==> src/rtl/bus_step_pkg.sv <==
package bus_step_pkg;

  typedef enum logic [2:0] {
    SEL_ANY   = 3'd0,
    SEL_MWR   = 3'd1,
    SEL_MRD   = 3'd2,
    SEL_FETCH = 3'd3,
    SEL_IOWR  = 3'd4,
    SEL_IORD  = 3'd5,
    SEL_INTA  = 3'd6,
    SEL_BRK   = 3'd7
  } trig_sel_e;

  // {IO/M*, S1, S0} patterns of each cycle class
  localparam logic [2:0] ST_MWR   = 3'b001;
  localparam logic [2:0] ST_MRD   = 3'b010;
  localparam logic [2:0] ST_FETCH = 3'b011;
  localparam logic [2:0] ST_IOWR  = 3'b101;
  localparam logic [2:0] ST_IORD  = 3'b110;
  localparam logic [2:0] ST_INTA  = 3'b111;

  // Does a cycle with status st match the selector code?
  function automatic logic sel_matches(input trig_sel_e sel, input logic [2:0] st,
                                       input logic bp);
    logic m;
    case (sel)
      SEL_ANY:   m = 1'b1;
      SEL_MWR:   m = (st == ST_MWR);
      SEL_MRD:   m = (st == ST_MRD);
      SEL_FETCH: m = (st == ST_FETCH);
      SEL_IOWR:  m = (st == ST_IOWR);
      SEL_IORD:  m = (st == ST_IORD);
      SEL_INTA:  m = (st == ST_INTA);
      default:   m = bp;
    endcase
    return m;
  endfunction

  // Slow-step period in clock cycles for a given divide value
  function automatic longint unsigned tick_period(input longint unsigned div);
    return div + 1;
  endfunction

endpackage

==> src/rtl/status_match.sv <==
module status_match
  import bus_step_pkg::*;
(
  input  logic       clk,
  input  logic       rst_n,
  input  logic       ale,
  input  logic [2:0] status,
  input  logic       trig_src,
  input  logic [2:0] trig_sel,
  input  logic [2:0] trig_pat,
  input  logic       bp_hit,
  output logic       ale_fall,
  output logic       cyc_hit
);
  logic ale_q;
  logic sel_hit;
  logic pat_hit;

  always_ff @(posedge clk) begin
    if (!rst_n) ale_q <= 1'b0;
    else        ale_q <= ale;
  end

  assign ale_fall = ale_q & ~ale;
  assign sel_hit  = sel_matches(trig_sel_e'(trig_sel), status, bp_hit);
  assign pat_hit  = (status == trig_pat);
  assign cyc_hit  = ale_fall & (trig_src ? pat_hit : sel_hit);

  // no match is reported away from an ALE falling edge
  a_r6_hit_needs_fall: assert property (@(posedge clk) disable iff (!rst_n)
    !ale_fall |-> !cyc_hit);
  // any-cycle selection matches at every falling edge
  a_r4_any_matches: assert property (@(posedge clk) disable iff (!rst_n)
    (ale_fall && !trig_src && trig_sel == 3'd0) |-> cyc_hit);
endmodule

==> src/rtl/btn_debounce.sv <==
module btn_debounce #(
  parameter int DEB_LIMIT = 50000
) (
  input  logic clk,
  input  logic rst_n,
  input  logic btn_raw,
  output logic press_pulse
);
  localparam int CNT_W = $clog2(DEB_LIMIT + 1);
  localparam logic [CNT_W-1:0] CNT_LAST = CNT_W'(DEB_LIMIT - 1);

  logic             sync1, sync2;
  logic             level, level_q;
  logic [CNT_W-1:0] cnt;

  always_ff @(posedge clk) begin
    if (!rst_n) begin
      sync1 <= 1'b0;
      sync2 <= 1'b0;
    end else begin
      sync1 <= btn_raw;
      sync2 <= sync1;
    end
  end

  always_ff @(posedge clk) begin
    if (!rst_n) begin
      cnt   <= '0;
      level <= 1'b0;
    end else if (sync2 == level) begin
      cnt <= '0;
    end else if (cnt == CNT_LAST) begin
      cnt   <= '0;
      level <= sync2;
    end else begin
      cnt <= cnt + 1'b1;
    end
  end

  always_ff @(posedge clk) begin
    if (!rst_n) level_q <= 1'b0;
    else        level_q <= level;
  end

  assign press_pulse = level & ~level_q;

  // a press gives a single-cycle pulse
  a_r8_one_cycle_pulse: assert property (@(posedge clk) disable iff (!rst_n)
    press_pulse |=> !press_pulse);
endmodule

==> src/rtl/slow_tick.sv <==
module slow_tick #(
  parameter int DIV_W = 27
) (
  input  logic             clk,
  input  logic             rst_n,
  input  logic             slow_en,
  input  logic [DIV_W-1:0] slow_div,
  output logic             tick
);
  logic [DIV_W-1:0] cnt;

  assign tick = slow_en & (cnt >= slow_div);

  always_ff @(posedge clk) begin
    if (!rst_n || !slow_en) cnt <= '0;
    else if (tick)          cnt <= '0;
    else                    cnt <= cnt + 1'b1;
  end

  // timer is silent when disabled
  a_r9_quiet_when_off: assert property (@(posedge clk) disable iff (!rst_n)
    !slow_en |-> !tick);
  // ticks are isolated for divide values above zero
  a_r9_tick_spacing: assert property (@(posedge clk) disable iff (!rst_n)
    (tick && slow_div != '0 && $stable(slow_div)) |=> !tick);
endmodule

==> src/rtl/bus_step_ctrl.sv <==
module bus_step_ctrl #(
  parameter int DEB_LIMIT = 50000,
  parameter int DIV_W     = 27
) (
  input  logic             clk,
  input  logic             rst_n,
  input  logic             ale,
  input  logic             st_iom,
  input  logic             st_s1,
  input  logic             st_s0,
  input  logic             trig_src,
  input  logic [2:0]       trig_sel,
  input  logic [2:0]       trig_pat,
  input  logic             bp_hit,
  input  logic             step_en,
  input  logic             btn_raw,
  input  logic             slow_en,
  input  logic [DIV_W-1:0] slow_div,
  output logic             ready
);
  logic ale_fall;
  logic cyc_hit;
  logic press_pulse;
  logic slow_pulse;
  logic step_rel;
  logic stall_req;
  logic stall_q;

  status_match u_match (
    .clk      (clk),
    .rst_n    (rst_n),
    .ale      (ale),
    .status   ({st_iom, st_s1, st_s0}),
    .trig_src (trig_src),
    .trig_sel (trig_sel),
    .trig_pat (trig_pat),
    .bp_hit   (bp_hit),
    .ale_fall (ale_fall),
    .cyc_hit  (cyc_hit)
  );

  btn_debounce #(.DEB_LIMIT(DEB_LIMIT)) u_deb (
    .clk         (clk),
    .rst_n       (rst_n),
    .btn_raw     (btn_raw),
    .press_pulse (press_pulse)
  );

  slow_tick #(.DIV_W(DIV_W)) u_tick (
    .clk      (clk),
    .rst_n    (rst_n),
    .slow_en  (slow_en),
    .slow_div (slow_div),
    .tick     (slow_pulse)
  );

  assign stall_req = cyc_hit & step_en;
  assign step_rel  = press_pulse | slow_pulse;

  always_ff @(posedge clk) begin
    if (!rst_n) stall_q <= 1'b0;
    else        stall_q <= step_en & (stall_req | (stall_q & ~step_rel));
  end

  assign ready = ~((stall_q & step_en) | stall_req);

  // a matching falling edge drops READY in its own cycle
  a_r5_same_cycle: assert property (@(posedge clk) disable iff (!rst_n)
    (ale_fall && cyc_hit && step_en) |-> !ready);
  // the stall persists without a step event
  a_r5_hold_low: assert property (@(posedge clk) disable iff (!rst_n)
    (!ready && !step_rel && step_en) |=> (!ready || !step_en));
  // step mode off means full speed
  a_r7_off_runs: assert property (@(posedge clk) disable iff (!rst_n)
    !step_en |-> ready);
  // one release ends the stall
  a_r10_release_frees: assert property (@(posedge clk) disable iff (!rst_n)
    (stall_q && step_rel && !ale_fall) |=> !stall_q);
endmodule

==> config.mk <==
export PLATFORM = sky130hd
export DESIGN_NAME = bus_step_ctrl
export DESIGN_NICKNAME = d
export VERILOG_FILES = /design/src/rtl/bus_step_pkg.sv /design/src/rtl/status_match.sv /design/src/rtl/btn_debounce.sv /design/src/rtl/slow_tick.sv /design/src/rtl/bus_step_ctrl.sv
export SDC_FILE = /design/constraint.sdc
export NUM_CORES = 1
export LEC_CHECK = 0
export BUFFER_PORTS_ARGS = -buffer_cell sky130_fd_sc_hd__buf_2
export CORE_MARGIN = 5
export CORE_UTILIZATION = 37
export CTS_CLUSTER_SIZE = 16
export DETAILED_ROUTE_END_ITERATION = 10
export MAX_ROUTING_LAYER = met4
export PLACE_DENSITY_LB_ADDON = 0.08
export SETUP_SLACK_MARGIN = 0.4
export SYNTH_ARGS = -nofsm -noshare
export SYNTH_HDL_FRONTEND = slang
export SYNTH_SLANG_ARGS = --single-unit
==> constraint.sdc <==
create_clock -name clk -period 2.1 [get_ports clk]
set_input_delay 0.21 -clock clk [delete_from_list [all_inputs] [get_ports clk]]
set_output_delay 0.21 -clock clk [all_outputs]
set_load 0.01 [all_outputs]
==> Yosys cells after proc, flatten, opt, wreduce, memory -nomap -nowiden <==
Cells that the tools add are included.
W data, S select, Z words.
{ "word_totals": {"ff_bits": 49, "latchBits": 0, "ram_bits": 0, "rom_bits": 0, "out_inout_bits": 1, "word_cells": 52, "n_memories": 0} }
{ "op_classes": {"addsub": 2, "mul": 0, "div": 0, "magnitude_cmp": 1, "eq_ne": 15, "n_shift": 0, "n_mux": 2, "n_bitwise": 17, "n_reduce_logical": 7} }
{ "ops": {"columns": ["op", "n"], "rows": [
  ["$add A27 B1 Y27 const B", 1],
  ["$ge A27 B27 Y1", 1],
  ["$eq A3 B3 Y1 const B", 6],
  ["$add A16 B1 Y16 const B", 1],
  ["$eq A16 B16 Y1 const B", 1],
  ["$eq A3 B2 Y1 const B", 4],
  ["$and A1 B1 Y1", 8],
  ["$pmux W1 S7", 1],
  ["$eq A3 B1 Y1 const B", 2],
  ["$not A1 Y1", 6],
  ["$eq A3 B3 Y1", 1],
  ["$logic_not A3 Y1", 1],
  ["$or A1 B1 Y1", 3],
  ["$reduce_or A3 Y1", 1],
  ["$logic_not A1 Y1", 2],
  ["$reduce_and A2 Y1", 1],
  ["$reduce_or A2 Y1", 1],
  ["$eq A1 B1 Y1", 1],
  ["$logic_or A1 B1 Y1", 1],
  ["$mux W1", 1]
]} }

==> Longest topological paths before layout <==
{ "logic_depth": {"depth_word": 7, "mapped_depth": 8} }

==> Hierarchy <==
From an unflattened synthesis, not the netlist that was laid out.
{ "hier_totals": {"hier_cells": 355, "area_unflattened_um2": 3031.7} }
{ "by_module_without_submodules": {"columns": ["module", "n_inst", "cells_per_inst", "area_each_um2", "seq_area_each_um2"], "rows": [
  ["slow_tick", 1, 233, 1920.6, 540.5],
  ["btn_debounce", 1, 97, 894.6, 400.4],
  ["status_match", 1, 21, 168.9, 20.0],
  ["bus_step_ctrl", 1, 4, 47.5, 20.0]
]} }

==> Worst setup path after synthesis <==
No wires, ideal clock.
{ "synth_path": {"kind": "register -> register", "start": "register u_tick.cnt[6]", "end": "register u_tick.cnt[22]", "setup_time_ns": 0.125, "t_arrival_ns": 1.788, "t_required_ns": 1.975, "path_slack_ns": 0.188, "stages_incl_launch_ff": 8, "path_buffers": 1, "synth_period_minus_slack_ns": 1.912, "cell_sequence": "dfxtp_1 > ha_1 > nand4_2 > nor4_4 > a2111oi_4 > o211ai_4 > buf_8 > nor3_2"} }
{ "synth_between": {"elab_chain_len": 3, "elab_cells_between_ends": 4, "classes_between": "add/sub: 1; order compare: 1; bitwise: 1; reduce/logical: 1"} }
{ "synth_lines": {"columns": ["item", "line_no", "rtl"], "rows": [
  ["start: declaration", "slow_tick.sv:10", "logic [DIV_W-1:0] cnt;"],
  ["start signal: assignment", "slow_tick.sv:17", "else cnt <= cnt + 1'b1;"],
  ["$ge A27 B27 Y1", "slow_tick.sv:12", "assign tick = slow_en & (cnt >= slow_div);"],
  ["$and A1 B1 Y1", "slow_tick.sv:12", null],
  ["$reduce_or A2 Y1 (no line)", null, null]
]} }
Parallel ways exist; a longest one is shown, timed or not.
A chain may end at the register's enable or synchronous reset.

==> Worst setup path in the final report <==
{ "layout_path": {"start": "register u_tick.cnt[21]", "end": "register u_tick.cnt[24]"} }
The elaborated chain is that of the path after synthesis.

==> results.yml <==
sta:
  slew_headroom_pct: 70.79
  fin_crit_ns: 1.957
  tns_ns: 0
  period_share_pct: 93.18
  hold_violations: 0
  worst_pin_slew_ns: 0.4377
  rsz0062_at_grt: "true"
  max_freq_mhz: 511.0
  slew_violations: 0
  fin_worst_skew_ns: 0.01508
  finalSetupViolCount: 0
critical_path:
  arrival_ns: 2.20
  required_ns: 2.34
  path_class: "flop to flop"
  ff2ff_setup_slack_ns: 0.14
  crit_fanout: 13
  critPathLaunchType: "flop"
  cp-end-kind: "flop"
placed_design:
  dp_hpwl_um: 5126
  port_buffers: 44
  dpl_cell_area_um2: 3735
  place_congestion: 0.7610
  dp.cells: 503
floorplan:
  fp-row-count: 33
  ios: 45
  start_util_pct: 38.11
  die_y_um: 102
  fp.dieW_um: 102
  dieArea_um2: 10400
  coreArea_um2: 8217
run_status:
  status: "complete, no violations"
finish:
  antenna-diode-count: 0
  layout-drive-gt1-share_pct: 37.41
  final_area_um2: 4193
  fin_cells: 522
  syn2layout_area_growth_pct: 33.88
  fin_util_pct: 51.03
  final_common_cell: "buf_2"
  multi_input_area_um2: 2296
  nFillCells: 796
  ff_latch_area_um2: 1017
  layout_common_cells: "buf_2 (44), dfxtp_1 (36), inv_1 (35)"
  nets: 489
clock_tree:
  path_clk_slew_ns: 0.10
  cts_root_buffer: "clkbuf_8"
  h-tree-depth: 2
  clk_path_buf_depth: 2
  cts_tree: "built"
  insertion_delay_ns: 0.31
  cts_sinks: 49
  numCtsBuffers: 5
global_routing:
  gr-total-overflow: 0
  grt.total_usage_pct: 14.36
  grt_pass1_wl_um: 11720
  grt_pass1_vias: 2547
  antenna_found_initial: 0
  grt_max_degree: 18
synth:
  synth_area_per_cell_um2: 9.025
  yosys_most_used_dff: "dfxtp_1"
  ys_seq_elements: 49
  synthesis.nets: 420
  synth_enable_flop_cells: 0
  netlist_area_um2: 3132
  synth-seq-area-share_pct: 31.32
  syn_inst: 347
  async_flop_share_pct: 0
  synth.distinct_cells: 48
  synth_warnings: 0
power_and_ir_drop:
  vdd_ir_drop_max_mv: 0.2269
  power.leakage_nw: 1.638
  powerDensity_nw_per_um2: 414.2
  total_power_w: 0.001737
detailed_routing:
  drtPass1Iterations: 4
  vias_per_cell: 4.954
  drtIter0Drc: 46
  wl_per_cell_um: 13.29
  drc: 0
  wl_um: 6939
  via_count: 2586
  ant_nets: 0
hold_path:
  hold_class: "primary input to flop"
run:
  max-cap-violations: 0
[worst paths after layout]
check | start | to | depth (start not counted)
worst min register to register | u_deb.sync1$_SDFF_PN0_ | u_deb.sync2$_SDFF_PN0_ | 1
worst min-delay path | btn_raw | u_deb.sync1$_SDFF_PN0_ | 2
worst max-delay path | u_tick.cnt[21]$_SDFF_PP0_ | u_tick.cnt[24]$_SDFF_PP0_ | 8
worst max register to register | u_tick.cnt[21]$_SDFF_PP0_ | u_tick.cnt[24]$_SDFF_PP0_ | 8
[Yosys cell counts, types with 2 or more instances]
| library cell | count | area [um^2] |
|---|---|---|
| nor4_4 | 2 | 42.54 |
| nor4bb_1 | 2 | 20.02 |
| xor2_1 | 26 | 227.7 |
| xnor2_1 | 17 | 148.9 |
| nand3_1 | 20 | 100.1 |
| nor4_1 | 2 | 12.51 |
| a211oi_1 | 3 | 22.52 |
| ha_1 | 29 | 362.9 |
| and2_1 | 6 | 37.54 |
| buf_2 | 3 | 15.01 |
| and4_1 | 5 | 43.79 |
| a21oi_1 | 9 | 45.04 |
| and3_1 | 5 | 31.28 |
| inv_1 | 35 | 131.4 |
| nand2_1 | 22 | 82.58 |
| nor3_2 | 20 | 200.2 |
| nand4_2 | 3 | 37.54 |
| nand3b_1 | 3 | 22.52 |
| and4_4 | 2 | 22.52 |
| buf_8 | 2 | 30.03 |
| o21ai_0 | 5 | 25.02 |
| nor2_1 | 31 | 116.4 |
| nand4_1 | 11 | 68.82 |
| dfxtp_1 | 49 | 980.9 |
| nor3_1 | 12 | 60.06 |
[worst max-delay path, cell delays in order (launching register included)]
cell and delay [ns]:
dfxtp_4 0.37, ha_4 0.23, and4_4 0.18, and3_4 0.17, a2111oi_4 0.41, o211ai_4 0.11, buf_12 0.15, buf_16 0.15
nor3_2 0.10
[power breakdown]
part / internal, W / total, W / switching [W]
sequential: 0.000925 / 0.000929 / 0.00000423
clock: 0.000242 / 0.000599 / 0.000358
combinational: 0.000105 / 0.000208 / 0.000103
[sequential cells by signal, indices dropped and copies added, names as in the netlist]
| register | flops |
|---|---|
| u_match.ale_q | 1 |
| u_deb.sync1 | 1 |
| u_deb.cnt | 16 |
| u_deb.level | 1 |
| u_deb.level_q | 1 |
| u_tick.cnt | 27 |
| stall_q | 1 |
| u_deb.sync2 | 1 |
[through the flow]
stage | worst slack (ns) | hold WS [ns]
2_1_floorplan | 0.2768 | 0.3317
3_3_place_gp | 0.1388 | 0.4186
3_5_place_dp | 0.1232 | 0.4198
4_1_cts | 0.1631 | 0.08783
5_1_grt | 0.04877 | 0.09469
6_report | 0.1432 | 0.09982
[what timing repair did]
item                                    4_1_cts  5_1_grt
resized for setup                            18       23
endpoints found under the setup margin       29       45
gates cloned                                  3        0
pin swaps                                     3        4
setup buffers                                 6        2
hold buffers                                  0        0
[layout make-up]
cell class,count,share of cell area (%)
multi-input combinational,256,54.76
sequential,49,24.26
timing repair buffer,69,12.47
inverter,35,3.133
tap,105,3.133
clock buffer,5,1.641
clock inverter,3,0.5968
[metal layers]
layer  vias to the layer above  part of all wire [%]  global-route usage (%)
met5                         -                     0                       -
met2                        29                    48                   23.19
met3                         4                   3.1                   2.594
met4                         0                  0.65                   3.330
li1                       1346                     -                       -
met1                      1207                    48                   18.72
[cell families (layout without fill, tap and decap cells)]
kind of cell	count (synthesis)	after routing	synth area share, %
flops	49	49	31.32
xor+xnor	43	43	12.03
mux	2	2	0.6792
buf+inv	42	112	6.033
fa+ha+maj	29	29	11.59
simple gates	153	153	31.20
compound gates	29	29	7.152
(Power assumes the default switching activity.)
